<file path="config.mk">
export PLATFORM = sky130hd
export DESIGN_NAME = slowclk_sel
export DESIGN_NICKNAME = d
export VERILOG_FILES = /design/src/rtl/slowclk_pkg.sv /design/src/rtl/slowclk_ctrl.sv /design/src/rtl/slowclk_datapath.sv /design/src/rtl/slowclk_sel.sv
export SDC_FILE = /design/constraint.sdc
export NUM_CORES = 1
export LEC_CHECK = 0
export CAP_MARGIN = 20
export CORE_UTILIZATION = 34
export DETAILED_ROUTE_END_ITERATION = 8
export PLACE_DENSITY = 0.84
export SYNTH_ARGS = -nofsm -noshare
export SYNTH_HDL_FRONTEND = slang
export SYNTH_SLANG_ARGS = --single-unit
</file>
<file path="constraint.sdc">
create_clock -name clk -period 3.8 [get_ports clk]
set_input_delay 1.14 -clock clk [delete_from_list [all_inputs] [get_ports clk]]
set_output_delay 1.14 -clock clk [all_outputs]
set_load 0.005 [all_outputs]
</file>
<file path="src/rtl/slowclk_pkg.sv">
package slowclk_pkg;

  localparam int ADDR_W  = 8;
  localparam int DATA_W  = 32;
  localparam int PRESC_W = 5;
  localparam int KEY_W   = 16;

  localparam logic [KEY_W-1:0]  UNLOCK_KEY = 16'h16AA;
  localparam logic [ADDR_W-1:0] OFF_SRC    = 8'h00;
  localparam logic [ADDR_W-1:0] OFF_DIV    = 8'h08;
  localparam logic [ADDR_W-1:0] OFF_GATE   = 8'h60;

  typedef struct packed {
    logic               restartDiv;
    logic               useExt;
    logic [PRESC_W-1:0] divN;
    logic               gateOn;
  } ctlStrobes_t;

endpackage

</file>
<file path="src/rtl/slowclk_ctrl.sv">
module slowclk_ctrl
  import slowclk_pkg::*;
#(
  parameter int AW = ADDR_W,
  parameter int DW = DATA_W,
  parameter int PW = PRESC_W
) (
  input  logic          clk,
  input  logic          rstN,
  input  logic          busWr,
  input  logic [AW-1:0] busAddr,
  input  logic [DW-1:0] busWdata,
  output logic [DW-1:0] busRdata,
  output ctlStrobes_t   stb
);

  localparam int KEY_LO = DW - KEY_W;

  logic          srcExtQ;
  logic [PW-1:0] divNQ;
  logic          gateQ;

  logic hitSrc, hitDiv, hitGate, keyOk;

  assign hitSrc  = (busAddr == AW'(OFF_SRC));
  assign hitDiv  = (busAddr == AW'(OFF_DIV));
  assign hitGate = (busAddr == AW'(OFF_GATE));
  assign keyOk   = (busWdata[DW-1:KEY_LO] == UNLOCK_KEY);

  always_ff @(posedge clk) begin
    if (!rstN) begin
      srcExtQ <= 1'b0;
      divNQ   <= '0;
      gateQ   <= 1'b0;
    end else if (busWr) begin
      if (hitSrc && keyOk) srcExtQ <= busWdata[0];
      if (hitDiv)          divNQ   <= busWdata[PW-1:0];
      if (hitGate)         gateQ   <= busWdata[0];
    end
  end

  always_comb begin
    busRdata = '0;
    if (hitSrc)       busRdata[0]      = srcExtQ;
    else if (hitDiv)  busRdata[PW-1:0] = divNQ;
    else if (hitGate) busRdata[0]      = gateQ;
  end

  always_comb begin
    stb.restartDiv = busWr && (hitDiv || (hitSrc && keyOk));
    stb.useExt     = srcExtQ;
    stb.divN       = divNQ;
    stb.gateOn     = gateQ;
  end

endmodule

</file>
<file path="src/rtl/slowclk_datapath.sv">
module slowclk_datapath
  import slowclk_pkg::*;
#(
  parameter int PW = PRESC_W
) (
  input  logic        clk,
  input  logic        rstN,
  input  ctlStrobes_t stb,
  input  logic        intOscTick,
  input  logic        extXtalTick,
  output logic        slowTick,
  output logic        slowTickOut
);

  logic [PW-1:0] divCnt;
  logic          countDone;
  logic          tickNext;

  assign countDone = (divCnt == stb.divN);

  always_ff @(posedge clk) begin
    if (!rstN) begin
      divCnt <= '0;
    end else if (stb.restartDiv) begin
      divCnt <= '0;
    end else if (intOscTick) begin
      divCnt <= countDone ? '0 : divCnt + 1'b1;
    end
  end

  always_comb begin
    if (stb.useExt) tickNext = extXtalTick;
    else            tickNext = intOscTick && !stb.restartDiv && countDone;
  end

  always_ff @(posedge clk) begin
    if (!rstN) slowTick <= 1'b0;
    else       slowTick <= tickNext;
  end

  assign slowTickOut = slowTick && stb.gateOn;

endmodule

</file>
<file path="src/rtl/slowclk_sel.sv">
module slowclk_sel
  import slowclk_pkg::*;
(
  input  logic              clk,
  input  logic              rstN,
  input  logic              busWr,
  input  logic [ADDR_W-1:0] busAddr,
  input  logic [DATA_W-1:0] busWdata,
  output logic [DATA_W-1:0] busRdata,
  input  logic              intOscTick,
  input  logic              extXtalTick,
  output logic              slowTick,
  output logic              slowTickOut
);

  ctlStrobes_t stb;

  slowclk_ctrl #(.AW(ADDR_W), .DW(DATA_W), .PW(PRESC_W)) ctrl_i (
    .clk      (clk),
    .rstN     (rstN),
    .busWr    (busWr),
    .busAddr  (busAddr),
    .busWdata (busWdata),
    .busRdata (busRdata),
    .stb      (stb)
  );

  slowclk_datapath #(.PW(PRESC_W)) dp_i (
    .clk         (clk),
    .rstN        (rstN),
    .stb         (stb),
    .intOscTick  (intOscTick),
    .extXtalTick (extXtalTick),
    .slowTick    (slowTick),
    .slowTickOut (slowTickOut)
  );

endmodule

</file>
**Word level (Yosys, flattened, before mapping)**

Index checks and enable logic that the tools add are counted.

- $mul: 0
- Add/sub/neg operators: 1
- Muxes and demuxes: 7
- Reductions and logical operators: 12
- Magnitude comparators: 0
- Shift-type cells: 0
- Divide/modulo/power cells: 0
- Eq/ne operators: 4
- Bitwise gates (word level): 1

Operator list:

| operator | number |
|---|---|
| $eq 16x13->1 const B | 1 |
| $eq 8x4->1 const B | 1 |
| $eq 8x7->1 const B | 1 |
| $logic_not 8->1 | 1 |
| $mux 4 | 2 |
| $reduce_and 2->1 | 3 |
| $add 5x1->5 const B | 1 |
| $eq 5x5->1 | 1 |
| $logic_and 1x1->1 | 5 |
| $mux 5 | 1 |
| $mux 1 | 4 |
| $reduce_or 2->1 | 1 |
| $logic_not 1->1 | 1 |
| $logic_or 1x1->1 | 1 |
| $not 1->1 | 1 |

- RAM bits: 0
- Register bits: 13
- Memories: 0
- ROM bits: 0
- Input port bits: 45
- Output and inout port bits: 34
- Logic and storage cells: 30
- Bits in latches: 0

**Logic depth before layout (Yosys ltp)**

- Word-level depth: 8
- Gate-level depth with buffers: 6
- Mapped depth without buffers: 5

**Hierarchy**

Synthesis repeated with hierarchy kept, for this count alone.

- Cells, all modules: 108
- Area total of the unflattened synthesis: 1014.7 um^2

By module, submodules not included:

| module | area each (um^2) | instances | cells each | sequential area each (um^2) |
|---|---|---|---|---|
| slowclk_ctrl | 659.4 | 1 | 74 | 140.1 |
| slowclk_datapath | 355.3 | 1 | 34 | 120.1 |

**Worst setup path before layout**

OpenSTA, ideal clock, no wires.

- Kind: input -> output
- Start point: input port busAddr[1]
- End point: output port busRdata[0]
- Slack: 667 ps
- Data arrival time: 1993 ps
- Required time: 2660 ps
- Stages: 3
- Buffers on the path: 0
- Cell sequence: nor3_1 -> nor4b_1 -> a22o_1

- Longest elaborated chain between the ends: 4
- Elaborated cells on any way between the ends: 6
- Classes of those cells: eq/ne (2); mux (3); reduce/logical (1)

Ends and longest elaborated chain:

| what | RTL line | RTL |
|---|---|---|
| start: declaration | slowclk_sel.sv:7 | `input logic [ADDR_W-1:0] busAddr,` |
| $eq 8x7->1 | slowclk_ctrl.sv:27 | `assign hitGate = (busAddr == AW'(OFF_GATE));` |
| $mux 1 | slowclk_ctrl.sv:46 | `else if (hitGate) busRdata[0] = gateQ;` |
| $mux 1 | slowclk_ctrl.sv:45 | `else if (hitDiv) busRdata[PW-1:0] = divNQ;` |
| $mux 1 * | slowclk_ctrl.sv:44 | `if (hitSrc) busRdata[0] = srcExtQ;` |
| end: declaration | slowclk_sel.sv:9 | `output logic [DATA_W-1:0] busRdata,` |

Mark *: on every way between the ends. The rest lies on a longest branch, timed or not.

**Final worst setup path**

- Start point: input port busAddr[1]
- End point: output port busRdata[1]

- Longest elaborated chain between the ends: 3
- Elaborated cells on any way between the ends: 4
- Classes of those cells: eq/ne (1); mux (2); reduce/logical (1)

Ends and longest elaborated chain:

| what | RTL line | RTL |
|---|---|---|
| $eq 8x4->1 | slowclk_ctrl.sv:26 | `assign hitDiv = (busAddr == AW'(OFF_DIV));` |
| $mux 4 | slowclk_ctrl.sv:45 |  |
| $mux 4 * | slowclk_ctrl.sv:44 |  |

Marks and branches as above.

==> metrics.csv <==
stage,metric,value,unit
cts,clock_latency,0.29,ns
synth,ys_ff_latch,13,
cells_and_area,final_cell_mix,"clkdlybuf4s50_1, conb_1, nand2_1, dfxtp_1, buf_4",
setup_path,required,2.66,ns
synth,avgSynthCellArea,8.319,µm²
route,ant_nets,0,
cts,clockRootBuffer,clkbuf_4,
route,dr_total_vias,888,
synth,synth_top_area_share,27.44,%
sta,max_freq,269.8,MHz
grt,grt_pass1_vias,784,
grt,antenna_found_initial,0,
cells_and_area,final_common_cell,clkdlybuf4s50_1,
sta,drv_slew,0,
floorplan,start_util,37.27,%
place,portBuffers,40,
synth,synthFlopType,dfxtp_1,
cts,clock-sinks,13,
synth,async_flop_share,0,%
synth,synthCells,114,
outcome,status,"complete, no violations",
synth,synthTopCellsByArea,"dfxtp_1, buf_4, nand2_1",
route,drc_errors,0,
floorplan,pin_count,79,
setup_path,arrival,2.57,ns
cts,clk_pin_slew,0.09,ns
cells_and_area,layout-drive-gt1-share,12.88,%
sta,setup_viol,0,
place,place_area,0.001309,mm²
grt,grt_max_degree,10,
sta,fin_skew,0.004992,ns
sta,timing.final.crit_share,97.55,%
setup_path,critPathLaunchType,input port,
min_path,hold_class,flop to flop,
cts,cts_inserted_buffers,3,
cells_and_area,diodes,0,
synth,yosysWarningCount,0,
route,wire_per_inst,11.81,µm
floorplan,die_h,54.82,µm
synth,synth_edf_count,0,
sta,setup_slack,0.09295,ns
cts,cts_tree,done,
cells_and_area,area_delta_synth_final,44.72,%
sta,rsz0062_at_grt,false,
cts,cts_max_level,1,
power,power.leakage,0.5986,nW
route,wl,2280,µm
power,p_per_area,207.9,mW/mm²
cts,cts_buffer_depth,2,
cts,ctsHoldBuffers,0,
sta,hold_viol_final,0,
synth,yosysSeqAreaShare,27.44,%
cells_and_area,layout.nets,210,
route,drt-initial-drc-count,10,
sta,min_period,3.707,ns
setup_path,path_max_fanout,6,
power,ir_worst_vdd,0.1381,mV
cells_and_area,fin_area,0.001373,mm²
setup_path,cp-end-kind,output pin,
floorplan,placementRows,18,
grt,grtUsageTotal,15.97,%
synth,yosysTopAreaCell,dfxtp_1,
synth,synthDistinctLibCells,32,
floorplan,die_area,0.003005,mm²
setup_path,crit_type,input port to output pin,
flow_run,cap_viol_max_count,0,
route,routed_via_density,4.601,
synth,netlist_area,948.4,µm²
place,place_ws,-0.2284,ns
floorplan,core,0.002545,mm²
route,first_pass_iters,4,
place,hpwl,1861,µm
sta,setup_tns,0,ns
grt,gr-total-overflow,0,
place,place_congestion,0.7985,
floorplan,die_w,54.82,µm
grt,grt_pass1_wl,3325,µm
report_power, final:
part           leakage, nW  internal (W)  switching (W)
logic                0.476     0.0000374      0.0000211
clock network       0.0177     0.0000392      0.0000506
registers            0.105      0.000137    0.000000386
kinds of logic after synthesis:
| logic type | Yosys count | synth area share [%] |
|---|---|---|
| buffers and inverters | 29 | 22.43 |
| XOR/XNOR | 7 | 6.465 |
| multiplexers | 2 | 2.243 |
| AND/OR/NAND/NOR | 50 | 31.66 |
| AO/OA/AOI/OAI | 11 | 8.047 |
| adder cells (fa/ha/maj) | 1 | 1.319 |
| other | 1 | 0.3954 |
| flip-flops | 13 | 27.44 |
layer usage:
| layer | vias to the layer above | part of all wire, % | global-route usage [%] | routed length [µm] |
|---|---|---|---|---|
| met5 | - | 0 | 0 | 0 |
| met2 | 46 | 53 | 25.90 | 1198 |
| met4 | 0 | 3.5 | 11.54 | 80 |
| met1 | 394 | 39 | 18.95 | 883 |
| met3 | 7 | 5.1 | 2.222 | 117 |
| li1 | 441 | - | - | - |
state kept, by name, summed over array words and instances, names as in the netlist:
name / cells
ctrl_i.srcExtQ: 1
ctrl_i.gateQ: 1
dp_i.divCnt: 5
dp_i.slowTick: 1
ctrl_i.divNQ: 5
path summary, 6_finish.rpt:
| kind | to | start | slack [ns] | cells after the start |
|---|---|---|---|---|
| worst min register to register | ctrl_i.divNQ[3] | ctrl_i.divNQ[3] | 0.49 | 2 |
| worst max register to register | dp_i.slowTick | dp_i.divCnt[2] | 2.18 | 5 |
| worst max-delay path | busRdata[1] | busAddr[1] | 0.09 | 7 |
| worst min-delay path | ctrl_i.divNQ[3] | ctrl_i.divNQ[3] | 0.49 | 2 |
per-stage QoR:
step           hold WS [ns]  total power (W)  cells  util [%]
2_1_floorplan        0.4522        0.0001753    140         -
4_1_cts              0.4852        0.0002883    192     53.74
3_3_place_gp         0.4736        0.0001949    186     51.43
3_5_place_dp         0.4789        0.0001966    186     51.43
5_1_grt              0.5279        0.0002989    193     53.93
6_report             0.4870        0.0002854    193     53.93
cell usage after synthesis (2+ instances only):
cell and count:
and3_1 5, nor4bb_1 2, a21oi_1 3, nand3_1 5, nand2_1 13, xor2_1 5
nand3b_1 4, nand2b_1 2, nor4_1 2, buf_4 27, xnor2_1 2, a21boi_0 6
nand4_1 3, nor4b_1 2, nor3_1 4, dfxtp_1 13
what timing repair did:
item / 4_1_cts / 5_1_grt
endpoints found under the setup margin: 5 / 1
pin swaps: 5 / 1
resized for setup: 12 / 3
setup buffers: 2 / 1
worst max-delay path, cell delays in order:
cell and delay, ns:
clkdlybuf4s50_1 0.42, nor3_2 0.22, buf_4 0.14, and2_4 0.13, buf_4 0.13, and3_1 0.15, dlygate4sd2_1 0.23
area by class of cell:
class | count | area [µm²]
Fill cell | 252 | 1172
Multi-Input combinational cell | 98 | 599.3
Timing Repair Buffer | 48 | 447.9
Sequential cell | 13 | 260.3
Tap cell | 30 | 37.54
Clock buffer | 3 | 22.52
Clock inverter | 1 | 5.005
No activity file was read; power rests on OpenSTA's default activity.
